==> src/rtl/srfc_pkg.sv <==
`timescale 1ns/1ps
package srfc_pkg;
  localparam int REG_W    = 32;
  localparam int TXF_BIT  = 0;
  localparam int RXF_BIT  = 1;
  localparam int TOK_BIT  = 2;
  localparam int FRM_BIT  = 3;
  localparam int BUS_BIT  = 4;
  localparam int CORE_BIT = 5;
  localparam int SEL_LSB  = 8;
  localparam int SEL_W    = 5;
  localparam int DMA_BIT  = 30;
  localparam int IDLE_BIT = 31;

  typedef logic [SEL_W-1:0] fifo_sel_t;

  typedef struct packed {
    logic core;
    logic bus;
    logic frm;
    logic tok;
    logic rxf;
    logic txf;
  } req_t;

  // code that addresses every transmit FIFO at once
  function automatic fifo_sel_t all_fifos_code();
    return fifo_sel_t'(1) << (SEL_W - 1);
  endfunction

  function automatic fifo_sel_t sel_field(input logic [REG_W-1:0] w);
    return w[SEL_LSB +: SEL_W];
  endfunction

  function automatic req_t decode_req(input logic [REG_W-1:0] w);
    req_t r;
    r.core = w[CORE_BIT];
    r.bus  = w[BUS_BIT];
    r.frm  = w[FRM_BIT];
    r.tok  = w[TOK_BIT];
    r.rxf  = w[RXF_BIT];
    r.txf  = w[TXF_BIT];
    return r;
  endfunction

  function automatic logic [REG_W-1:0] pack_status(
    input logic      idle,
    input logic      dma,
    input fifo_sel_t sel,
    input req_t      live
  );
    logic [REG_W-1:0] w;
    w = '0;
    w[IDLE_BIT]             = idle;
    w[DMA_BIT]              = dma;
    w[SEL_LSB +: SEL_W]     = sel;
    w[CORE_BIT]             = live.core;
    w[BUS_BIT]              = live.bus;
    w[FRM_BIT]              = live.frm;
    w[TOK_BIT]              = live.tok;
    w[RXF_BIT]              = live.rxf;
    w[TXF_BIT]              = live.txf;
    return w;
  endfunction
endpackage

==> src/rtl/srfc_flush_timer.sv <==
`timescale 1ns/1ps
module srfc_flush_timer #(
  parameter int FLUSH_CYCLES = 8
) (
  input  logic clk,
  input  logic rst_n,
  input  logic start_i,
  input  logic abort_i,
  output logic busy_o
);
  localparam int CW = $clog2(FLUSH_CYCLES + 1);
  localparam logic [CW-1:0] LOAD = CW'(FLUSH_CYCLES);

  logic [CW-1:0] left_q;

  always_ff @(posedge clk or negedge rst_n) begin
    if (!rst_n)               left_q <= '0;
    else if (abort_i)         left_q <= '0;
    else if (start_i)         left_q <= LOAD;
    else if (left_q != '0)    left_q <= left_q - CW'(1);
  end

  assign busy_o = (left_q != '0);
endmodule

==> src/rtl/srfc_reset_seq.sv <==
`timescale 1ns/1ps
module srfc_reset_seq #(
  parameter int MIN_HOLD = 4
) (
  input  logic clk,
  input  logic rst_n,
  input  logic start_i,
  input  logic done_i,
  output logic active_o,
  output logic release_o
);
  localparam int HW = $clog2(MIN_HOLD) + 1;
  localparam logic [HW-1:0] HOLD_LAST = HW'(MIN_HOLD - 1);

  logic          active_q;
  logic [HW-1:0] held_q;

  assign release_o = active_q && (held_q == HOLD_LAST) && done_i;
  assign active_o  = active_q;

  always_ff @(posedge clk or negedge rst_n) begin
    if (!rst_n) begin
      active_q <= 1'b0;
      held_q   <= '0;
    end else if (start_i) begin
      active_q <= 1'b1;
      held_q   <= '0;
    end else if (release_o) begin
      active_q <= 1'b0;
      held_q   <= '0;
    end else if (active_q && held_q != HOLD_LAST) begin
      held_q   <= held_q + HW'(1);
    end
  end
endmodule

==> src/rtl/srfc_req_arb.sv <==
`timescale 1ns/1ps
module srfc_req_arb
  import srfc_pkg::*;
(
  input  logic             wr_en_i,
  input  logic [REG_W-1:0] wr_data_i,
  input  logic             core_act_i,
  input  logic             bus_act_i,
  input  logic             txf_busy_i,
  input  logic             rxf_busy_i,
  input  logic             frm_pend_i,
  output logic             core_start_o,
  output logic             bus_start_o,
  output logic             txf_start_o,
  output logic             rxf_start_o,
  output logic             tok_start_o,
  output logic             frm_start_o,
  output logic             sel_load_o
);
  req_t req;
  logic accept;
  logic plain;

  always_comb begin
    req          = decode_req(wr_data_i);
    accept       = wr_en_i && !core_act_i && !bus_act_i;
    plain        = accept && !req.core && !req.bus;
    core_start_o = accept && req.core;
    bus_start_o  = accept && req.bus && !req.core;
    txf_start_o  = plain && req.txf && !txf_busy_i;
    rxf_start_o  = plain && req.rxf && !rxf_busy_i;
    tok_start_o  = plain && req.tok;
    frm_start_o  = plain && req.frm && !frm_pend_i;
    sel_load_o   = plain && !txf_busy_i;
  end
endmodule

==> src/rtl/softreset_flush_ctl.sv <==
`timescale 1ns/1ps
module softreset_flush_ctl
  import srfc_pkg::*;
#(
  parameter int FLUSH_CYCLES = 8,
  parameter int MIN_HOLD     = 4
) (
  input  logic             clk,
  input  logic             rst_n,
  input  logic             wr_en_i,
  input  logic [REG_W-1:0] wr_data_i,
  output logic [REG_W-1:0] rd_data_o,
  input  logic             master_idle_i,
  input  logic             dma_req_i,
  input  logic             core_done_i,
  input  logic             bus_done_i,
  input  logic             sof_i,
  output logic             core_rst_o,
  output logic             bus_rst_o,
  output logic             txf_flush_o,
  output logic [SEL_W-1:0] txf_sel_o,
  output logic             rxf_flush_o,
  output logic             tokq_flush_o,
  output logic             frame_clr_o
);
  localparam int N_FLUSH = 2;   // 0: transmit, 1: receive
  localparam int N_RESET = 2;   // 0: core, 1: bus domain

  // named internal events
  logic core_start, bus_start, txf_start, rxf_start, tok_start, frm_start, sel_load;
  logic core_release, bus_release;

  logic [N_FLUSH-1:0] fl_start, fl_busy;
  logic [N_RESET-1:0] rs_start, rs_done, rs_act, rs_rel;

  fifo_sel_t sel_q, tgt_q;
  logic      txp_q, rxp_q, tokp_q, frmp_q, frm_pend_q;
  req_t      live;

  srfc_req_arb u_arb (
    .wr_en_i     (wr_en_i),
    .wr_data_i   (wr_data_i),
    .core_act_i  (rs_act[0]),
    .bus_act_i   (rs_act[1]),
    .txf_busy_i  (fl_busy[0]),
    .rxf_busy_i  (fl_busy[1]),
    .frm_pend_i  (frm_pend_q),
    .core_start_o(core_start),
    .bus_start_o (bus_start),
    .txf_start_o (txf_start),
    .rxf_start_o (rxf_start),
    .tok_start_o (tok_start),
    .frm_start_o (frm_start),
    .sel_load_o  (sel_load)
  );

  assign fl_start = {rxf_start, txf_start};

  for (genvar g = 0; g < N_FLUSH; g++) begin : g_flush
    srfc_flush_timer #(.FLUSH_CYCLES(FLUSH_CYCLES)) u_tmr (
      .clk    (clk),
      .rst_n  (rst_n),
      .start_i(fl_start[g]),
      .abort_i(core_start),
      .busy_o (fl_busy[g])
    );
  end

  assign rs_start = {bus_start, core_start};
  assign rs_done  = {bus_done_i, core_done_i};

  for (genvar g = 0; g < N_RESET; g++) begin : g_reset
    srfc_reset_seq #(.MIN_HOLD(MIN_HOLD)) u_seq (
      .clk      (clk),
      .rst_n    (rst_n),
      .start_i  (rs_start[g]),
      .done_i   (rs_done[g]),
      .active_o (rs_act[g]),
      .release_o(rs_rel[g])
    );
  end

  assign core_release = rs_rel[0];
  assign bus_release  = rs_rel[1];

  always_ff @(posedge clk or negedge rst_n) begin
    if (!rst_n) begin
      sel_q      <= '0;
      tgt_q      <= '0;
      txp_q      <= 1'b0;
      rxp_q      <= 1'b0;
      tokp_q     <= 1'b0;
      frmp_q     <= 1'b0;
      frm_pend_q <= 1'b0;
    end else begin
      txp_q  <= txf_start || core_start;
      rxp_q  <= rxf_start || core_start;
      tokp_q <= tok_start || core_start;
      frmp_q <= frm_start;

      if (core_start)      tgt_q <= all_fifos_code();
      else if (txf_start)  tgt_q <= sel_field(wr_data_i);

      if (core_start)      sel_q <= '0;
      else if (sel_load)   sel_q <= sel_field(wr_data_i);

      if (core_start)      frm_pend_q <= 1'b0;
      else if (frm_start)  frm_pend_q <= 1'b1;
      else if (sof_i)      frm_pend_q <= 1'b0;
    end
  end

  always_comb begin
    live.core = rs_act[0];
    live.bus  = rs_act[1];
    live.frm  = frm_pend_q;
    live.tok  = tokp_q;
    live.rxf  = fl_busy[1];
    live.txf  = fl_busy[0];
  end

  assign rd_data_o    = pack_status(master_idle_i, dma_req_i, sel_q, live);
  assign core_rst_o   = rs_act[0];
  assign bus_rst_o    = rs_act[1];
  assign txf_flush_o  = txp_q;
  assign txf_sel_o    = tgt_q;
  assign rxf_flush_o  = rxp_q;
  assign tokq_flush_o = tokp_q;
  assign frame_clr_o  = frmp_q;
endmodule

==> config.mk <==
export PLATFORM = sky130hd
export DESIGN_NAME = softreset_flush_ctl
export DESIGN_NICKNAME = d
export VERILOG_FILES = /design/src/rtl/srfc_pkg.sv /design/src/rtl/srfc_flush_timer.sv /design/src/rtl/srfc_reset_seq.sv /design/src/rtl/srfc_req_arb.sv /design/src/rtl/softreset_flush_ctl.sv
export SDC_FILE = /design/constraint.sdc
export NUM_CORES = 1
export LEC_CHECK = 0
export ABC_CLOCK_PERIOD_IN_PS = 1600
export BUFFER_PORTS_ARGS = -buffer_cell sky130_fd_sc_hd__buf_2
export CORE_MARGIN = 1
export CORE_UTILIZATION = 35
export CTS_BUF_LIST = sky130_fd_sc_hd__clkbuf_4 sky130_fd_sc_hd__clkbuf_8 sky130_fd_sc_hd__clkbuf_16
export DETAILED_ROUTE_END_ITERATION = 6
export PLACE_DENSITY = 0.65
export SYNTH_ARGS = -nofsm -noshare
export SYNTH_HDL_FRONTEND = slang
export SYNTH_SLANG_ARGS = --single-unit
==> constraint.sdc <==
create_clock -name clk -period 1.6 [get_ports clk]
set_input_delay 0.32 -clock clk [delete_from_list [all_inputs] [get_ports clk]]
set_output_delay 0.32 -clock clk [all_outputs]
set_load 0.005 [all_outputs]
### After elaboration in Yosys (flattened, before gate mapping)

Index checks and enable logic that the tools add are counted.

| storage, ports and cells | value |
|---|---|
| output and inout port bits | 43 |
| input port bits | 40 |
| bits in registers | 31 |

| cells by class | value |
|---|---|
| reductions and logical operators | 42 |
| equal/unequal tests | 4 |
| $add $sub $neg | 4 |
| multiplexer cells | 23 |

Operator list:

| cell | count |
|---|---|
| $mux W4 | 6 |
| $logic_and A1 B1 Y1 | 21 |
| $mux W5 | 4 |
| $mux W3 | 6 |
| $reduce_bool A3 Y1 | 5 |
| $reduce_bool A2 Y1 | 4 |
| $reduce_bool A4 Y1 | 2 |
| $sub A4 B1 Y4 const B | 2 |
| $logic_not A1 Y1 | 7 |
| $mux W1 | 7 |
| $add A3 B1 Y3 const B | 2 |
| $eq A3 B2 Y1 const B | 2 |
| $ne A3 B2 Y1 const B | 2 |
| $logic_or A1 B1 Y1 | 3 |

### Longest topological paths before layout

| depth | value |
|---|---|
| depth in word-level cells | 9 |
| gate-level depth with buffers | 6 |
| gate-level depth less buffers | 6 |

### By module

Synthesis repeated with hierarchy kept, for this count alone.

| second synthesis, totals | value |
|---|---|
| cell total of the unflattened synthesis | 164 |
| area, all modules | 1707.9 um^2 |

By module, submodules not included:

| module | cells each | area an instance (um^2) | times used | seq. area each (um^2) |
|---|---|---|---|---|
| softreset_flush_ctl | 70 | 765.7 | 1 | 375.4 |
| srfc_flush_timer | 21 | 205.2 | 2 | 100.1 |
| srfc_reset_seq | 21 | 205.2 | 2 | 100.1 |
| srfc_req_arb | 10 | 121.4 | 1 | 0.0 |

### Worst setup path before layout

Ideal clock, no wire load.

| path | value |
|---|---|
| path type | register to register |
| start | register g_flush[0].u_tmr.left_q[0] |
| end | register tgt_q[2], in the netlist txf_sel_o[2] |
| slack | -26 ps |
| setup time | 79 ps |
| path buffers | 1 |
| arrival time | 1547 ps |
| stages on the path, launching flop included | 7 |
| path through | dfrtp_1 > inv_1 > ha_1 > or4b_1 > buf_2 > nor3_4 > mux2i_1 |

| on the way | value |
|---|---|
| longest elaborated chain between the ends | 4 |

RTL lines:

| what | RTL line | text |
|---|---|---|
| start: declaration | srfc_flush_timer.sv:14 | `logic [CW-1:0] left_q;` |
| start signal: assignment | srfc_flush_timer.sv:20 | `else if (left_q != '0) left_q <= left_q - CW'(1);` |
| $reduce_bool A4 Y1 | srfc_flush_timer.sv:23 | `assign busy_o = (left_q != '0);` |
| $logic_not A1 Y1 | srfc_req_arb.sv:30 | `txf_start_o = plain && req.txf && !txf_busy_i;` |
| $logic_and A1 B1 Y1 | srfc_req_arb.sv:30 |  |
| $reduce_bool A2 Y1 (no source line) | -- |  |
| end signal: assignment | softreset_flush_ctl.sv:101 | `if (core_start) tgt_q <= all_fifos_code();` |
| end signal: assignment | softreset_flush_ctl.sv:102 | `else if (txf_start) tgt_q <= sel_field(wr_data_i);` |
| end: declaration | softreset_flush_ctl.sv:36 | `fifo_sel_t sel_q, tgt_q;` |

No other way between the ends.
A chain may end at the register's enable or synchronous reset.

### Final worst setup path

| path | value |
|---|---|
| start | register g_flush[0].u_tmr.left_q[1] |
| end | output port rd_data_o[0] |

| on the way | value |
|---|---|
| longest elaborated chain between the ends | 1 |

RTL lines:

| what | RTL line | text |
|---|---|---|
| $reduce_bool A4 Y1 | srfc_flush_timer.sv:23 |  |
| end: declaration | softreset_flush_ctl.sv:12 | `output logic [REG_W-1:0] rd_data_o,` |

No other way between the ends.

==> metrics.cfg <==
[run_status]
status=finished, violations left
violations=negative setup slack

[setup_path]
cp_common_cell=inv_1
path_max_fanout=2
crit_type=flip-flop to output pin
rrSetupSlack_ps=-20
crit_path_end_kind=output pin
start_kind=flip-flop
slowest_stage=dfrtp_1
max_stage_delay_ps=380
cp.required_ps=1280
crit_chain=inv_1, ha_2, buf_6, nor3b_4, inv_1, buf_2
arrival_ps=1380

[die]
dieArea_mm2=0.00534
die_x_um=73.0
initial_core_util_pct=36.9
ios=83
core_mm2=0.00479
core.rowCount=25
fp.dieH_um=73.0

[final_layout]
utilization_pct=47.9
seq_area_um2=776
fin_area_mm2=0.00229
antennaDiodeCount=0
multi_input_area_um2=878
layout-drive-gt1-share_pct=39.7
fill_cells=440
num-nets-final=282
syn_to_final_growth_pct=29.7

[global_route]
grt-busiest-layer=met2
grt_antenna_before_repair=0
gr-usage-met3_pct=4.56
met1_usage_pct=19.1
gr-usage-all-layers_pct=15.5
gr-usage-met2_pct=24.8
overflow=0
grt_pass1_wl_um=6200
grt_pass1_vias=1367
grt_start_max_net_pins=18

[synth]
synth_top_area_share_pct=43.9
ys_ff_latch=31
synth_edf_count=0
async_flop_share_pct=100
ys_types=39
yosysWarningCount=0
ys.flop_type=dfrtp_1
synth_cells=183
synth_top_area_cell=dfrtp_1
syn-cell-area_mm2=0.00177
syn_area_per_cell_um2=9.65
ys_seq_area_share_pct=43.9
synth_area_leaders=dfrtp_1 (44%), buf_4 (11%), a21oi_1 (4.5%)

[pwr]
vdd_drop_max_mv=0.939
power_density_mw_per_mm2=1570
p_leak_nw=1.12

[drt]
drtIter0Drc=69
num_vias=1414
postRouteAntennaNets=0
drc=0
viasPerCell=4.65
routedWlPerCell_um=12.8
drtPass1Iterations=4
wl_um=3890

[clock_tree]
clk_pin_slew_ps=70
cts_tree=yes
cts.sink_count=31
cts_buffer_depth=2
cts_buffers=5
clk_latency_ps=280
cts_root_buf=clkbuf_8
h-tree-depth=2

[place]
place.gp.congestion=0.796
dpl.hpwl_um=2760
portBuffers=38
placed_area_mm2=0.00203

[timing]
finalSetupViolCount=2
rsz0062_at_grt=yes
fin_skew_ps=7.38
fin_crit_sh_pct=106
slew_violations=0
hold_slack_ps=290
fin_ws_ps=-102
period_needed_ps=1700
fin_tns_setup_ps=-124
hold_violations=0
fmax_ghz=0.588

[min_path]
hp-class=input pin to flip-flop

[run]
max_cap_violations=0

[sequential cells by signal, summed over array words and instances, names as in the netlist]
| register | count |
|---|---|
| rxf_flush_o | 1 |
| txf_sel_o | 5 |
| tokq_flush_o | 1 |
| frm_pend_q | 1 |
| txf_flush_o | 1 |
| g_reset.u_seq.active_o | 2 |
| g_flush.u_tmr.left_q | 8 |
| g_reset.u_seq.held_q | 6 |
| sel_q | 5 |
| frame_clr_o | 1 |
[cell families after synthesis]
| kind of cell | after synthesis | share of synthesized area, % |
|---|---|---|
| AND/OR/NAND/NOR | 57 | 20.7 |
| buffers and inverters | 45 | 16.4 |
| AO/OA/AOI/OAI | 38 | 11.6 |
| flip-flops | 31 | 43.9 |
| adder cells (fa/ha/maj) | 6 | 4.25 |
| multiplexers | 5 | 2.97 |
| other | 1 | 0.212 |
[final timing paths]
path,to,start,cells after the start
max in group asynchronous,g_reset[0].u_seq.active_o,rst_n,3
min,tokq_flush_o,wr_data_i[2],3
min in group asynchronous,tokq_flush_o,rst_n,2
min reg2reg,frame_clr_o,frm_pend_q,1
max,rd_data_o[0],g_flush[0].u_tmr.left_q[1],6
max reg2reg,txf_sel_o[2],g_flush[0].u_tmr.left_q[1],5
[worst max-delay path: cells and delay by family (launching register included)]
kind / cells / cell delay, ps
flip-flops: 1 / 380
AND/OR/NAND/NOR: 1 / 190
buffers and inverters: 4 / 350
adder cells (fa/ha/maj): 1 / 180
[cell type report]
class / count / area share [%]
Multi-Input combinational cell: 125 / 38.3
Sequential cell: 31 / 33.8
Timing Repair Buffer: 61 / 17.7
Clock buffer: 8 / 4.53
Tap cell: 67 / 3.66
Inverter: 12 / 1.97
[routing by layer]
layer  vias up  part of all wire, %
met5         -                    0
met4         0                  1.2
met3         4                  6.1
met2        61                   45
met1       654                   48
li1        695                    -
[cell usage in the layout, fill, tap and decap left out, drive strengths merged, types with 4 or more instances in the layout]
master   n
a21oi   16
buf     60
clkbuf   8
conb    19
dfrtp   31
ha       6
inv     12
nand2   12
nand3    8
nor2     5
nor2b    4
nor3     4
o21ai   15
[Yosys cell counts, types with 3 or more instances]
cell	count
a21oi_1	16
buf_2	3
buf_4	27
dfrtp_1	31
ha_1	6
inv_1	12
mux2i_1	3
nand2_1	12
nand2b_1	3
nand3_1	8
nand4_1	3
nor2_1	5
nor2b_1	4
nor3_1	3
o21ai_0	15
[metrics by stage]
| stage | setup slack [ps] | instances | power, mW |
|---|---|---|---|
| after detailed placement | -61.4 | 290 | 2.66 |
| after global placement | -43.9 | 290 | 2.59 |
| after floorplan | -18.9 | 201 | 2.17 |
| after CTS | -109 | 304 | 3.57 |
| after global routing | -181 | 304 | 3.89 |
| final | -102 | 304 | 3.60 |
[what timing repair did]
action | in CTS | in global routing
endpoints found under the setup margin | 9 | 12
setup buffers | 5 | 1
hold endpoints to repair | 14 | 0
gates resized for setup | 14 | 17
hold buffers | 1 | 0
pin swaps | 1 | 8
[power breakdown]
part,leakage (nW),internal (mW),switching [mW]
combinational,0.665,0.886,0.812
sequential,0.400,1.05,0.158
clock,0.0549,0.409,0.286
total,1.12,2.34,1.26
(Power assumes the default switching activity.)
